--- src/rtl/sys_tick_pkg.sv ---
package sys_tick_pkg;
  localparam int DATA_W   = 32;
  localparam int FLAG_BIT = 16;

  localparam logic [3:0] OFS_CTRL   = 4'h0;
  localparam logic [3:0] OFS_RELOAD = 4'h4;
  localparam logic [3:0] OFS_CUR    = 4'h8;
  localparam logic [3:0] OFS_CAL    = 4'hC;

  typedef struct packed {
    logic src;  // 1 = core clock
    logic ie;
    logic en;
  } ctrl_t;
endpackage

--- src/rtl/stt_ref_sync.sv ---
module stt_ref_sync #(
  parameter int SYNC_STAGES = 2
) (
  input  logic clk_i,
  input  logic rst_ni,
  input  logic ref_i,
  output logic pulse_o
);
  logic [SYNC_STAGES-1:0] sync_q;
  logic                   last_q;

  generate
    if (SYNC_STAGES == 1) begin : g_one
      always_ff @(posedge clk_i or negedge rst_ni)
        if (!rst_ni) sync_q <= '0;
        else         sync_q <= ref_i;
    end else begin : g_chain
      always_ff @(posedge clk_i or negedge rst_ni)
        if (!rst_ni) sync_q <= '0;
        else         sync_q <= {sync_q[SYNC_STAGES-2:0], ref_i};
    end
  endgenerate

  always_ff @(posedge clk_i or negedge rst_ni)
    if (!rst_ni) last_q <= 1'b0;
    else         last_q <= sync_q[SYNC_STAGES-1];

  assign pulse_o = sync_q[SYNC_STAGES-1] & ~last_q;
endmodule

--- src/rtl/stt_counter.sv ---
module stt_counter #(
  parameter int CNT_W = 24
) (
  input  logic             clk_i,
  input  logic             rst_ni,
  input  logic             run_i,
  input  logic             tick_i,
  input  logic             load_i,
  input  logic [CNT_W-1:0] reload_i,
  output logic [CNT_W-1:0] cnt_o,
  output logic             expire_o
);
  logic [CNT_W-1:0] cnt_q;
  logic             step;

  assign step     = run_i & tick_i & ~load_i;
  assign expire_o = step & (cnt_q == '0);

  always_ff @(posedge clk_i or negedge rst_ni) begin
    if (!rst_ni)       cnt_q <= '0;
    else if (load_i)   cnt_q <= reload_i;
    else if (expire_o) cnt_q <= reload_i;
    else if (step)     cnt_q <= cnt_q - 1'b1;
  end

  assign cnt_o = cnt_q;
endmodule

--- src/rtl/stt_regs.sv ---
module stt_regs
  import sys_tick_pkg::*;
#(
  parameter int              CNT_W   = 24,
  parameter int              ADDR_W  = 8,
  parameter logic [DATA_W-1:0] CAL_VAL = 32'd10000
) (
  input  logic              clk_i,
  input  logic              rst_ni,
  input  logic              req_i,
  input  logic              we_i,
  input  logic [ADDR_W-1:0] addr_i,
  input  logic [DATA_W-1:0] wdata_i,
  input  logic              priv_i,
  output logic [DATA_W-1:0] rdata_o,
  output logic              err_o,
  input  logic [CNT_W-1:0]  cnt_i,
  input  logic              expire_i,
  output ctrl_t             ctrl_o,
  output logic [CNT_W-1:0]  reload_o,
  output logic              flag_o,
  output logic              load_o,
  output logic              wr_ctrl_o
);
  localparam int PAD_W = DATA_W - CNT_W;

  ctrl_t            ctrl_q;
  logic [CNT_W-1:0] reload_q;
  logic             flag_q;
  logic             acc_ok, mapped;
  logic             sel_ctrl, sel_reload, sel_cur, sel_cal;
  logic             wr_ctrl, wr_reload, wr_cur, rd_ctrl;
  logic             unused_wdata;

  assign unused_wdata = ^wdata_i[DATA_W-1:CNT_W];

  assign acc_ok = req_i & priv_i;
  assign mapped = (addr_i[ADDR_W-1:4] == '0);
  assign sel_ctrl   = mapped & (addr_i[3:0] == OFS_CTRL);
  assign sel_reload = mapped & (addr_i[3:0] == OFS_RELOAD);
  assign sel_cur    = mapped & (addr_i[3:0] == OFS_CUR);
  assign sel_cal    = mapped & (addr_i[3:0] == OFS_CAL);

  assign wr_ctrl   = acc_ok &  we_i & sel_ctrl;
  assign wr_reload = acc_ok &  we_i & sel_reload;
  assign wr_cur    = acc_ok &  we_i & sel_cur;
  assign rd_ctrl   = acc_ok & ~we_i & sel_ctrl;

  // enable rising by write, or any write to current value, reloads
  assign load_o = (wr_ctrl & wdata_i[0] & ~ctrl_q.en) | wr_cur;

  always_ff @(posedge clk_i or negedge rst_ni) begin
    if (!rst_ni) begin
      ctrl_q   <= '0;
      reload_q <= '0;
      flag_q   <= 1'b0;
    end else begin
      if (wr_ctrl)
        ctrl_q <= ctrl_t'(wdata_i[2:0]);
      else if (expire_i && reload_q == '0)
        ctrl_q.en <= 1'b0;
      if (wr_reload)
        reload_q <= wdata_i[CNT_W-1:0];
      if (expire_i)
        flag_q <= 1'b1;
      else if (rd_ctrl || wr_cur)
        flag_q <= 1'b0;
    end
  end

  always_comb begin
    rdata_o = '0;
    if (acc_ok && !we_i) begin
      if (sel_ctrl) begin
        rdata_o[2:0]      = ctrl_q;
        rdata_o[FLAG_BIT] = flag_q;
      end else if (sel_reload) begin
        rdata_o = {{PAD_W{1'b0}}, reload_q};
      end else if (sel_cur) begin
        rdata_o = ctrl_q.en ? {{PAD_W{1'b0}}, cnt_i} : '0;
      end else if (sel_cal) begin
        rdata_o = CAL_VAL;
      end
    end
  end

  assign err_o     = req_i & ~priv_i;
  assign ctrl_o    = ctrl_q;
  assign reload_o  = reload_q;
  assign flag_o    = flag_q;
  assign wr_ctrl_o = wr_ctrl;
endmodule

--- src/rtl/sys_tick_timer.sv ---
module sys_tick_timer
  import sys_tick_pkg::*;
#(
  parameter int                CNT_W       = 24,
  parameter int                ADDR_W      = 8,
  parameter int                SYNC_STAGES = 2,
  parameter logic [DATA_W-1:0] CAL_VAL     = 32'd10000
) (
  input  logic              clk_i,
  input  logic              rst_ni,
  input  logic              req_i,
  input  logic              we_i,
  input  logic [ADDR_W-1:0] addr_i,
  input  logic [31:0]       wdata_i,
  input  logic              priv_i,
  output logic [31:0]       rdata_o,
  output logic              err_o,
  input  logic              ref_i,
  output logic              irq_o
);
  ctrl_t            ctrl;
  logic [CNT_W-1:0] reload, cnt;
  logic             flag, load, expire, wr_ctrl, ref_pulse, tick, irq_q;

  stt_ref_sync #(.SYNC_STAGES(SYNC_STAGES)) u_sync (
    .clk_i(clk_i), .rst_ni(rst_ni), .ref_i(ref_i), .pulse_o(ref_pulse)
  );

  assign tick = ctrl.src ? 1'b1 : ref_pulse;

  stt_counter #(.CNT_W(CNT_W)) u_cnt (
    .clk_i(clk_i), .rst_ni(rst_ni), .run_i(ctrl.en), .tick_i(tick),
    .load_i(load), .reload_i(reload), .cnt_o(cnt), .expire_o(expire)
  );

  stt_regs #(.CNT_W(CNT_W), .ADDR_W(ADDR_W), .CAL_VAL(CAL_VAL)) u_regs (
    .clk_i(clk_i), .rst_ni(rst_ni), .req_i(req_i), .we_i(we_i),
    .addr_i(addr_i), .wdata_i(wdata_i), .priv_i(priv_i),
    .rdata_o(rdata_o), .err_o(err_o), .cnt_i(cnt), .expire_i(expire),
    .ctrl_o(ctrl), .reload_o(reload), .flag_o(flag), .load_o(load),
    .wr_ctrl_o(wr_ctrl)
  );

  always_ff @(posedge clk_i or negedge rst_ni)
    if (!rst_ni) irq_q <= 1'b0;
    else         irq_q <= expire & ctrl.ie;

  assign irq_o = irq_q;
endmodule

--- config.mk ---
export PLATFORM = sky130hd
export DESIGN_NAME = sys_tick_timer
export DESIGN_NICKNAME = d
export VERILOG_FILES = /design/src/rtl/sys_tick_pkg.sv /design/src/rtl/stt_ref_sync.sv /design/src/rtl/stt_counter.sv /design/src/rtl/stt_regs.sv /design/src/rtl/sys_tick_timer.sv
export SDC_FILE = /design/constraint.sdc
export NUM_CORES = 1
export LEC_CHECK = 0
export ABC_AREA = 1
export BUFFER_PORTS_ARGS = -buffer_cell sky130_fd_sc_hd__clkbuf_2
export CAP_MARGIN = 0
export CORE_ASPECT_RATIO = 0.5
export CORE_MARGIN = 2
export CORE_UTILIZATION = 47
export DETAILED_ROUTE_END_ITERATION = 10
export GPL_TIMING_DRIVEN = 0
export PLACE_DENSITY = 0.73
export SLEW_MARGIN = 10
export SYNTH_ARGS = -nofsm -noshare
export SYNTH_HDL_FRONTEND = slang
export SYNTH_HIERARCHICAL = 1
export SYNTH_SLANG_ARGS = --single-unit
export TNS_END_PERCENT = 100
--- constraint.sdc ---
create_clock -name clk_i -period 5.8 [get_ports clk_i]
set_input_delay 1.16 -clock clk_i [delete_from_list [all_inputs] [get_ports clk_i]]
set_output_delay 1.16 -clock clk_i [all_outputs]
set_load 0.03 [all_outputs]
======== Yosys cells after proc, flatten, opt, wreduce, memory -nomap -nowiden ========
Index checks and enable logic that the tools add are counted.
cells by class
  reduce and logical (&&, ||, !) cells .... 11
  $add $sub $neg .......................... 1
  muxes and demuxes ....................... 17
  eq/ne operators ......................... 3
  bitwise logic cells ..................... 25
operator list
  operator                                                               count
  24-bit two-way mux                                                     4
  32-bit two-way mux                                                     3
  24-bit logical NOT                                                     2
  24-bit by 1-bit subtractor with 24-bit output (second input constant)  1
  1-bit bitwise AND                                                      19
  15-bit two-way mux                                                     1
  14-bit two-way mux                                                     1
  13-bit two-way mux                                                     1
  4-bit == test (second input constant)                                  2
  4-bit logical NOT                                                      2
  1-bit two-way mux                                                      6
  1-bit inverter                                                         5
  4-bit by 3-bit == test with 1-bit output (second input constant)       1
  2-bit nonzero test                                                     2
  3-bit two-way mux                                                      1
  3-bit nonzero test                                                     1
  1-bit logical AND                                                      2
  1-bit logical NOT                                                      1
  1-bit logical OR                                                       1
  1-bit bitwise OR                                                       1
storage, ports and cells
  input port bits ......................... 46
  output and inout bits ................... 34
  word-level logic and storage cells ...... 66
  bits in registers ....................... 56

======== Logic depth before layout (Yosys ltp) ========
Gate-level depths: netlist of run 1.
  depth after elaboration ................. 12
  depth in mapped cells ................... 16
  depth with buffers taken out ............ 16

======== Modules after synthesis ========
Netlist of run 1, hierarchy kept.
by module, submodules not included
  module          area each (um2)  times used  cells an instance  sequential area each (um2)
  stt_regs        1,981.9          1           294                700.7
  stt_counter     1,974.4          1           326                600.6
  stt_ref_sync    85.1             1           5                  75.1
  sys_tick_timer  43.8             1           6                  25.0

======== Worst setup path after synthesis of run 1 ========
Ideal clock, no wire load.
  path kind ............................... input-to-output
  start ................................... input addr_i[1]
  end ..................................... output rdata_o[16]
  required time ........................... 4,640 ps
  data arrival time ....................... 2,341 ps
  buffers on the path ..................... 1
  stages .................................. 6
  path slack .............................. 2,299 ps
  path through ............................ nor2_4 > nand2_1 > nor2_4 > buf_6 > nand3_1 > a21oi_1
between the ends
  longest elaborated chain between the ends .. 6
  elaborated cells between the ends (all ways) .. 10
  classes of those cells .................. eq/ne (2); mux (4); bitwise (3); reduce/logical (1)
RTL lines
  item                  RTL line              text
  start, declared       sys_tick_timer.sv:13  input logic [ADDR_W-1:0] addr_i,
  4-bit == test         stt_regs.sv:41        assign sel_cur = mapped & (addr_i[3:0] == OFS_CUR);
  1-bit bitwise AND     stt_regs.sv:41
  32-bit two-way mux    stt_regs.sv:79        end else if (sel_cur) begin
  32-bit two-way mux    stt_regs.sv:77        end else if (sel_reload) begin
  1-bit two-way mux *   stt_regs.sv:74        if (sel_ctrl) begin
  32-bit two-way mux *  stt_regs.sv:73        if (acc_ok && !we_i) begin
  end, declared         sys_tick_timer.sv:16  output logic [31:0] rdata_o,
Mark *: on every way between the ends. The rest lies on a longest branch, timed or not.

======== Final worst setup path of run 1 ========
  start ................................... input addr_i[1]
  end ..................................... output rdata_o[6]
between the ends
  longest elaborated chain between the ends .. 6
  elaborated cells between the ends (all ways) .. 10
  classes of those cells .................. eq/ne (2); mux (4); bitwise (3); reduce/logical (1)
RTL lines
  item                  RTL line
  4-bit == test         stt_regs.sv:41
  1-bit bitwise AND     stt_regs.sv:41
  32-bit two-way mux    stt_regs.sv:79
  32-bit two-way mux    stt_regs.sv:77
  13-bit two-way mux *  stt_regs.sv:74
  32-bit two-way mux *  stt_regs.sv:73
Marked as above.

==> results of run 1 <==
-- worst max-delay path, delay by kind of cell --
kind	cells	cell delay, ps
and+or+nand+nor	4	550
buffers and inverters	4	640
AOI/OAI and AO/OA	1	150
-- sequential cells by signal (all words and copies together) (netlist names) --
name / count
u_cnt/cnt_o: 24
u_regs/reload_o: 24
u_regs/ctrl_o: 3
u_sync/sync_q: 2
irq_o: 1
u_regs/flag_o: 1
u_sync/last_q: 1
-- routing by layer --
metal  vias to the layer above  GRT usage (%)  wire length [um]
met3                         6          3.994              1089
met5                         -              0                 0
met1                      1919          41.00              5781
met2                       196          37.37              4863
met4                         0          4.514                81
li1                       2090              -                 -
-- stage by stage --
step | instances | instance area (um2)
6_report | 820 | 4711
5_1_grt | 820 | 4711
4_1_cts | 820 | 4711
3_5_place_dp | 812 | 4566
3_3_place_gp | 812 | 4563
2_1_floorplan | 637 | 4108
-- worst max path at each step --
stage	startpoint	end	slack [ps]	depth (start not counted)
final	addr_i[1]	rdata_o[6]	2130	9
after global routing	addr_i[1]	rdata_o[7]	2060	9
after CTS	addr_i[1]	rdata_o[7]	2150	9
after detailed placement	addr_i[1]	rdata_o[7]	2160	9
after global placement	addr_i[1]	rdata_o[7]	2170	9
after floorplan	addr_i[1]	rdata_o[16]	2300	6
-- area by class of cell --
type                       count  area, um2
clock inverter                 2      16.27
tap                          112      140.1
timing repair buffer          63      317.8
clock buffer                   6      128.9
sequential                    56       1401
buffer                        30      225.2
fill                         823       3491
multi-input combinational    475       2196
inverter                      76      285.3
-- report_power, final --
group | total [mW] | switching [mW] | internal, mW
Clock | 0.308 | 0.147 | 0.161
Sequential | 0.612 | 0.147 | 0.465
Combinational | 0.654 | 0.429 | 0.225
Total | 1.57 | 0.723 | 0.852
==> out/metrics.csv, run 1 <==
metric,value,unit
ant_nets,0,
hpwlAfterDp,9141,um
fmaxAchievable,272.8,MHz
layout_common_cells,"nand2_1, nand3_1, inv_1",
status,"finished, final reports clean",
pre_cts_ws,2156,ps
cp_max_fo,10,
min_to,u_sync/sync_q[1],
finalSetupViolCount,0,
num-nets-final,755,
hold_viol,0,
vias,4211,
firstDrtPassIters,5,
post-route-util,57.44,%
ir_worst_vdd,0.0001308,V
clockBufferDepth,2,
grt_pass1_wl,19150,um
coreArea,0.008202,mm2
crit_type,input pin to primary output,
wl_per_cell,14.41,um
fin_crit_sh,63.20,%
cts_root_buf,clkbuf_16,
fp.dieArea,0.009491,mm2
start_util,49.76,%
drc,0,
final_common_cell,nand2_1,
grt_max_degree,57,
clock-sinks,56,
max_slew_margin,26.46,%
p_per_area,334.2,mW/mm2
fin_tns_setup,0,ps
r2r_start,u_regs/ctrl_o[0],
reg2reg_depth,10,
syn_avg_cell_area,6.478,um2
cp_cell_sequence,clkbuf_2 > nor2_4 > nand3_2 > nor2_4 > buf_6 > buf_8 > nand2_2 > a21oi_2 > clkbuf_2,
path_clk_slew,70,ps
hold_path.class,flip-flop to flip-flop,
diodes,0,
reg2reg_slack,2840,ps
drv_slew,0,
yosysWarnings,6,
grt_pass1_vias,3737,
place_congestion,0.9660,
fin_skew,6.323,ps
drv_cap,0,
cts_resized,0,
routed_wl,11820,um
grt_antenna_before_repair,0,
power,1.575,mW
netlist_instances,630,
cts_buffers,5,
period_minus_slack,3666,ps
p_leak,2.492,nW
syn_area,0.004081,mm2
grt.total_usage,25.95,%
cpPeakStageDelay,220,ps
cp_slowest_cell,clkbuf_2,
std_cell_rows,23,
via_per_inst,5.135,
hold_depth,0,
worstSetupStartpointType,input pin,
timing.final.ws_setup,2134,ps
h-tree-depth,2,
cts_tree,done,
boundaryPins,80,
drive_above_1_share,17.80,%
die_w,135.8,um
cts_setup_buffers,0,
end_kind,primary output,
rr_endpoint,u_regs/ctrl_o[0],
die_h,69.90,um
cp.arrival,2510,ps
rsz0062_at_grt,no,
drt-initial-drc-count,568,
hold_start,u_sync/sync_q[0],
overflow,0,
cp_data_required_time,4640,ps
insertion_delay,300,ps
syn2layout_area_growth,15.42,%
io_buffers,63,
fin_hold_ws,350.5,ps
worst_slew_pin_slew,1093,ps
postCtsHoldBufs,0,
No activity file was read; power rests on OpenSTA's default activity.
==> run 2: changes to the inputs <==
--- a/config.mk
+++ b/config.mk
@@ -5,7 +5,7 @@
 export SDC_FILE = /design/constraint.sdc
 export NUM_CORES = 1
 export LEC_CHECK = 0
-export ABC_AREA = 1
+export ABC_AREA = 0
 export BUFFER_PORTS_ARGS = -buffer_cell sky130_fd_sc_hd__clkbuf_2
 export CAP_MARGIN = 0
 export CORE_ASPECT_RATIO = 0.5
@@ -13,7 +13,7 @@
 export CORE_UTILIZATION = 47
 export DETAILED_ROUTE_END_ITERATION = 10
 export GPL_TIMING_DRIVEN = 0
-export PLACE_DENSITY = 0.73
+export PLACE_DENSITY = 0.74
 export SLEW_MARGIN = 10
 export SYNTH_ARGS = -nofsm -noshare
 export SYNTH_HDL_FRONTEND = slang
==> constraint.sdc (replaced) <==
create_clock -name clk_i -period 3.8 [get_ports clk_i]
set_input_delay 0.76 -clock clk_i [delete_from_list [all_inputs] [get_ports clk_i]]
set_output_delay 0.76 -clock clk_i [all_outputs]
set_load 0.03 [all_outputs]
==> run 2 against run 1 <==
Effect of this change: die area is 12% lower; area after synthesis is 13% lower; utilization is 0.58 points lower; flip-flop and latch count stayed put; sequential share of layout area is 3.8 points higher; wire length is 11% lower; clock power is 54% higher; critical path type is now flip-flop to flip-flop; largest power group is now sequential cells.
==> out/metrics.csv, run 2 <==
metric,value,unit,change
fin_crit_sh,97.86,%,
yosysUniqueCellTypes,70,,
num-nets-final,492,,was 755
synth.ff_latch_count,56,,
fp.dieArea,0.008339,mm2,was 0.009491 mm2
synth-xor-area-share,0.2457,%,
yosysTopAreaCellShare,39.31,%,
grt.total_usage,26.06,%,was 25.95%
cts_root_buf,clkbuf_16,,unchanged
grt_max_degree,57,,unchanged
crit_buf_inv,2,,was 4
cp-startpoint,u_cnt/cnt_o[1],,was addr_i[1]
coreArea,0.007350,mm2,was 0.008202 mm2
cp_max_fo,10,,unchanged
grt_antenna_before_repair,0,,unchanged
h-tree-depth,2,,unchanged
fin_skew,6.907,ps,was 6.323 ps
crit_type,flip-flop to flip-flop,,was input pin to primary output
cpPeakStageDelay,590,ps,was 220 ps
path_clk_slew,70,ps,about the same
routed_wl,10560,um,was 11820 um
p_leak,1.848,nW,was 2.492 nW
timing.final.ws_setup,81.36,ps,was 2134 ps
synth-compound-area-share,20.95,%,
finalSetupViolCount,0,,unchanged
power,1.203,mW,was 1.575 mW
synth_edf_count,0,,
yosysMostFrequentCell,dfrtp_1,,
synthTopCellsByArea,"dfrtp_1, mux2_4, a22oi_1",,
cp_cell_sequence,inv_1 > ha_1 > or4b_2 > nor3_1 > nand3_1 > buf_2 > nor3_1 > nor4b_1 > nand4_1 > nor2_1 > o2bb2ai_1,,was clkbuf_2 > nor2_4 > nand3_2 > nor2_4 > buf_6 > buf_8 > nand2_2 > a21oi_2 > clkbuf_2
cp.arrival,3900,ps,was 2510 ps
drv_slew,0,,unchanged
wl_per_cell,19.51,um,was 14.41 um
fmaxAchievable,268.9,MHz,
diodes,0,,unchanged
reg2reg_slack,80,ps,was 2840 ps
grtUsageMet2,35.15,%,was 37.37%
drt-initial-drc-count,466,,was 568
synth-async-reset-ratio,100.0,%,
hold_depth,0,,unchanged
hpwlAfterDp,7594,um,was 9141 um
grt.met1_usage,39.97,%,was 41.00%
syn_avg_cell_area,9.687,um2,was 6.478 um2
top_usage_layer,met1,,unchanged
yosysTopAreaCell,dfrtp_1,,
io_buffers,62,,was 63
yosysWarnings,6,,unchanged
syn_area,0.003565,mm2,was 0.004081 mm2
synthFlopType,dfrtp_1,,
ir_worst_vdd,0.0001840,V,was 0.0001308 V
synthTopCellsByCount,"dfrtp_1, nor2_1, nand2_1",,
vias,3292,,was 4211
critical-path-top-cell-by-count,nor3_1,,
netlist_instances,368,,was 630
drc,0,,unchanged
synthAdderAreaFrac,0.7020,%,
overflow,0,,unchanged
drv_cap,0,,unchanged
synth_top_family_by_area,simple AND/OR/NAND/NOR gates,,
die_h,65.58,um,was 69.90 um
p_per_area,287.9,mW/mm2,was 334.2 mW/mm2
fin_tns_setup,0,ps,unchanged
period_minus_slack,3719,ps,
grt_pass1_wl,16340,um,was 19150 um
clockBufferDepth,2,,unchanged
end_kind,flip-flop,,was primary output
max_slew_margin,47.01,%,was 26.46%
hold_path.class,flip-flop to flip-flop,,unchanged
hold_viol,0,,unchanged
die_w,127.2,um,was 135.8 um
cts_tree,done,,unchanged
ys_seq_area_share,39.31,%,
clock-sinks,56,,unchanged
insertion_delay,300,ps,about the same
ant_nets,0,,unchanged
critPathTopFamily,simple AND/OR/NAND/NOR gates,,was buffers and inverters
firstDrtPassIters,5,,unchanged
cts_buffers,5,,unchanged
start_util,48.50,%,was 49.76%
grt_pass1_vias,2970,,was 3737
worst_slew_pin_slew,788.2,ps,was 1093 ps
std_cell_rows,22,,was 23
use_met3,7.003,%,was 3.994%
layout_common_cells,"clkbuf_2, dfrtp_1, nor2_1",,"was nand2_1, nand3_1, inv_1"
synth.area.mux_share,11.16,%,
syn2layout_area_growth,17.23,%,was 15.42%
status,"finished, final reports clean",,unchanged
hold_start,u_sync/sync_q[0],,unchanged
post-route-util,56.86,%,was 57.44%
min_to,u_sync/sync_q[1],,unchanged
final_common_cell,clkbuf_2,,was nand2_1
cp_data_required_time,3980,ps,was 4640 ps
pre_cts_ws,8.353,ps,was 2156 ps
r2r_start,u_cnt/cnt_o[1],,was u_regs/ctrl_o[0]
boundaryPins,80,,unchanged
place_congestion,0.9990,,was 0.9660
via_per_inst,6.085,,was 5.135
rr_endpoint,u_regs/ctrl_o[0],,unchanged
synth-simple-area-share,21.52,%,
cp_slowest_cell,or4b_2,,was clkbuf_2
reg2reg_depth,11,,was 10
drive_above_1_share,29.89,%,was 17.80%
worstSetupStartpointType,flip-flop,,was input pin
## run 2: cell count changes in the layout (fill, tap and decap cells not counted), moves of 8 or more
cell / previous run / this run
a21oi_1: 26 / 17
inv_1: 74 / 8
nand2_1: 237 / 28
o21ai_0: 3 / 17
nor2_4: 8 / 0
mux2_4: 0 / 20
nor4_1: 1 / 9
a22oi_1: 0 / 19
or3_1: 0 / 10
nand3_1: 76 / 10
nand2_2: 8 / 0
nor2_1: 60 / 36
## run 2: where the power goes
| part | internal [mW] | switching, mW | leakage [nW] |
|---|---|---|---|
| Clock | 0.264 | 0.211 | 0.0712 |
| Combinational | 0.0435 | 0.0598 | 1.05 |
| Sequential | 0.608 | 0.0171 | 0.724 |
## run 2: final cells by class
type	count	area [um2]
clock buffer	8	146.4
sequential	56	1401
inverter	8	30.03
multi-input combinational	280	1984
tap	96	120.1
timing repair buffer	62	312.8
buffer	31	183.9
fill	683	3171
## run 2: per-layer routing
layer  up-vias  routed length (um)  share of wire, %
met5         -                   0                 0
met4         0                 166               1.6
met3        19                1101                10
met2       178                4279                41
met1      1562                5009                47
li1       1533                   -                 -
## run 2: through the flow
step	instances	area [um2]	hold WS [ps]
finish	541	4179	353.2
CTS	541	4170	352.8
floorplan	375	3591	331.2
global placement	533	4021	331.3
global route	541	4179	369.6
detailed placement	533	4024	336.4
## run 2: how the worst max path moves through the flow
stage	endpoint	cells past startpoint
final	u_regs/ctrl_o[0]	11
after global routing	rdata_o[3]	8
after CTS	rdata_o[12]	8
after detailed placement	rdata_o[12]	8
after global placement	rdata_o[3]	8
after floorplan	rdata_o[10]	4
## run 2: timing repair
| item | CTS | global route |
|---|---|---|
| buffers inserted | 0 | 0 |
| hold buffers | 0 | 0 |
| endpoints found under the setup margin | 0 | 12 |
| resized for setup | 0 | 1 |
## run 2: cells by family (layout without fill, tap and decap cells)
kind of cell	count (synthesis)	in the layout
AO/OA/AOI/OAI	102	102
XOR/XNOR	1	1
adder cells (fa/ha/maj)	2	2
buffers and inverters	39	109
flip-flops	56	56
multiplexers	29	29
other	1	8
AND/OR/NAND/NOR	138	138
==> run 3: changes to the inputs <==
--- a/config.mk
+++ b/config.mk
@@ -6,14 +6,16 @@
 export NUM_CORES = 1
 export LEC_CHECK = 0
 export ABC_AREA = 0
-export BUFFER_PORTS_ARGS = -buffer_cell sky130_fd_sc_hd__clkbuf_2
+export BUFFER_PORTS_ARGS = -buffer_cell sky130_fd_sc_hd__buf_2
 export CAP_MARGIN = 0
+export CELL_PAD_IN_SITES_DETAIL_PLACEMENT = 0
+export CELL_PAD_IN_SITES_GLOBAL_PLACEMENT = 1
 export CORE_ASPECT_RATIO = 0.5
 export CORE_MARGIN = 2
-export CORE_UTILIZATION = 47
+export CORE_UTILIZATION = 42
 export DETAILED_ROUTE_END_ITERATION = 10
 export GPL_TIMING_DRIVEN = 0
-export PLACE_DENSITY = 0.74
+export PLACE_DENSITY = 0.84
 export SLEW_MARGIN = 10
 export SYNTH_ARGS = -nofsm -noshare
 export SYNTH_HDL_FRONTEND = slang
==> run 3 against run 2 <==
Effect of this change: clock skew hardly changed; worst setup slack better by 77 ps; critical endpoint unchanged; final area is 0.42% higher; power is 0.50% higher; sequential share of layout area is 0.14 points lower; via count is 0.82% higher; highest routed layer unchanged; critical path depth stayed put; critical path type unchanged.
==> out/metrics.csv, run 3 (synthesized netlist as in run 2, its figures left out) <==
metric,value,unit,change
status,"finished, final reports clean",,unchanged
vias,3319,,was 3292
grt_pass1_wl,16840,um,was 16340 um
max_slew_margin,47.92,%,was 47.01%
routed_wl,10810,um,was 10560 um
p_leak,1.867,nW,was 1.848 nW
hold_path.class,flip-flop to flip-flop,,unchanged
clockBufferDepth,2,,unchanged
io_buffers,62,,unchanged
std_cell_rows,23,,was 22
worst_slew_pin_slew,774.7,ps,was 788.2 ps
timing.final.ws_setup,158.2,ps,was 81.36 ps
fin_crit_sh,95.84,%,was 97.86%
dpl-instance-area,0.004044,mm2,was 0.004024 mm2
h-tree-depth,2,,unchanged
rr_endpoint,u_regs/ctrl_o[0],,unchanged
crit_buf_inv,2,,unchanged
boundaryPins,80,,unchanged
place_congestion,0.9379,,was 0.9990
cpPeakStageDelay,620,ps,was 590 ps
drive_above_1_share,30.41,%,was 29.89%
worstSetupStartpointType,flip-flop,,unchanged
firstDrtPassIters,5,,unchanged
diodes,0,,unchanged
cts_setup_buffers,0,,unchanged
hold_viol,0,,unchanged
ant_nets,0,,unchanged
fp.dieArea,0.009285,mm2,was 0.008339 mm2
via_per_inst,5.969,,was 6.085
coreArea,0.008115,mm2,was 0.007350 mm2
postCtsHoldBufs,0,,unchanged
start_util,43.93,%,was 48.50%
grt_antenna_before_repair,0,,unchanged
syn2layout_area_growth,17.73,%,was 17.23%
rsz0062_at_grt,no,,
hold_start,u_sync/sync_q[0],,unchanged
period_minus_slack,3642,ps,was 3719 ps
ir_worst_vdd,0.0001727,V,was 0.0001840 V
cp_data_required_time,3990,ps,was 3980 ps
hpwlAfterDp,7835,um,was 7594 um
cp_cell_sequence,inv_1 > ha_1 > or4b_2 > nor3_1 > nand3_1 > buf_2 > nor3_1 > nor4b_1 > nand4_1 > nor2_1 > o2bb2ai_1,,unchanged
cts_tree,done,,unchanged
final_common_cell,buf_2,,was clkbuf_2
min_to,u_sync/sync_q[1],,unchanged
die_h,69.15,um,was 65.58 um
die_w,134.3,um,was 127.2 um
fin_skew,6.460,ps,was 6.907 ps
pre_cts_ws,3.739,ps,was 8.353 ps
p_per_area,288.2,mW/mm2,was 287.9 mW/mm2
grt_max_degree,57,,unchanged
cts_buffers,5,,unchanged
critPathTopFamily,simple AND/OR/NAND/NOR gates,,unchanged
crit_type,flip-flop to flip-flop,,unchanged
reg2reg_depth,11,,unchanged
end_kind,flip-flop,,unchanged
reg2reg_slack,160,ps,was 80 ps
path_clk_slew,70,ps,about the same
fmaxAchievable,274.6,MHz,was 268.9 MHz
drc,0,,unchanged
grt.total_usage,23.58,%,was 26.06%
critical-path-top-cell-by-count,nor3_1,,unchanged
hold_depth,0,,unchanged
layout_common_cells,"buf_2, dfrtp_1, nor2_1",,"was clkbuf_2, dfrtp_1, nor2_1"
wl_per_cell,19.43,um,was 19.51 um
r2r_start,u_cnt/cnt_o[0],,was u_cnt/cnt_o[1]
fin_hold_ws,351.6,ps,was 353.2 ps
drt-initial-drc-count,328,,was 466
drv_cap,0,,unchanged
fin_area,0.004197,mm2,was 0.004179 mm2
cp_max_fo,10,,unchanged
cts_root_buf,clkbuf_16,,unchanged
clock-sinks,56,,unchanged
cp.arrival,3830,ps,was 3900 ps
post-route-util,51.71,%,was 56.86%
finalSetupViolCount,0,,unchanged
grt_pass1_vias,3037,,was 2970
overflow,0,,unchanged
cp_slowest_cell,or4b_2,,unchanged
drv_slew,0,,unchanged
num-nets-final,491,,was 492
insertion_delay,300,ps,about the same
-- run 3: where the power goes --
group | internal (mW) | leakage [nW] | switching (mW)
Clock | 0.248 | 0.0742 | 0.232
Sequential | 0.608 | 0.724 | 0.0175
Combinational | 0.0437 | 1.07 | 0.0606
-- run 3: final cells by class --
class,count,area [um2]
Buffer,30,180.2
Clock inverter,3,22.52
Fill cell,789,3919
Sequential cell,56,1401
Clock buffer,5,125.1
Tap cell,112,140.1
Timing Repair Buffer,62,312.8
Multi-Input combinational cell,280,1984
Inverter,8,30.03
-- run 3: layer usage --
| metal | global-route usage (%) | vias to the layer above | routed length (um) |
|---|---|---|---|
| met5 | 0 | - | 0 |
| met2 | 31.92 | 165 | 4394 |
| met3 | 7.064 | 12 | 1189 |
| li1 | - | 1531 | - |
| met1 | 36.20 | 1611 | 5104 |
| met4 | 5.731 | 0 | 117 |
-- run 3: worst max-delay path by stage --
| stage | start | end | slack (ps) | depth (start not counted) |
|---|---|---|---|---|
| finish | u_cnt/cnt_o[0] | u_regs/ctrl_o[0] | 160 | 11 |
| global route | u_cnt/cnt_o[0] | u_regs/ctrl_o[0] | 20 | 11 |
| CTS | addr_i[7] | rdata_o[0] | 200 | 7 |
| detailed placement | addr_i[7] | rdata_o[12] | 4 | 8 |
| global placement | addr_i[7] | rdata_o[12] | -1 | 8 |
| floorplan | addr_i[7] | rdata_o[10] | 370 | 4 |
-- run 3: through the flow --
| stage | setup TNS (ps) | power [mW] | std cells |
|---|---|---|---|
| 3_3_place_gp | -1.065 | 0.7378 | 549 |
| 4_1_cts | 0 | 1.217 | 557 |
| 6_report | 0 | 1.209 | 556 |
| 2_1_floorplan | 0 | 0.6879 | 375 |
| 5_1_grt | 0 | 1.259 | 556 |
| 3_5_place_dp | 0 | 0.7401 | 549 |
-- run 3: what timing repair did --
item                                    in CTS  in global routing
pin swaps                                    0                  0
gates resized for setup                      1                  0
endpoints found under the setup margin       1                  1
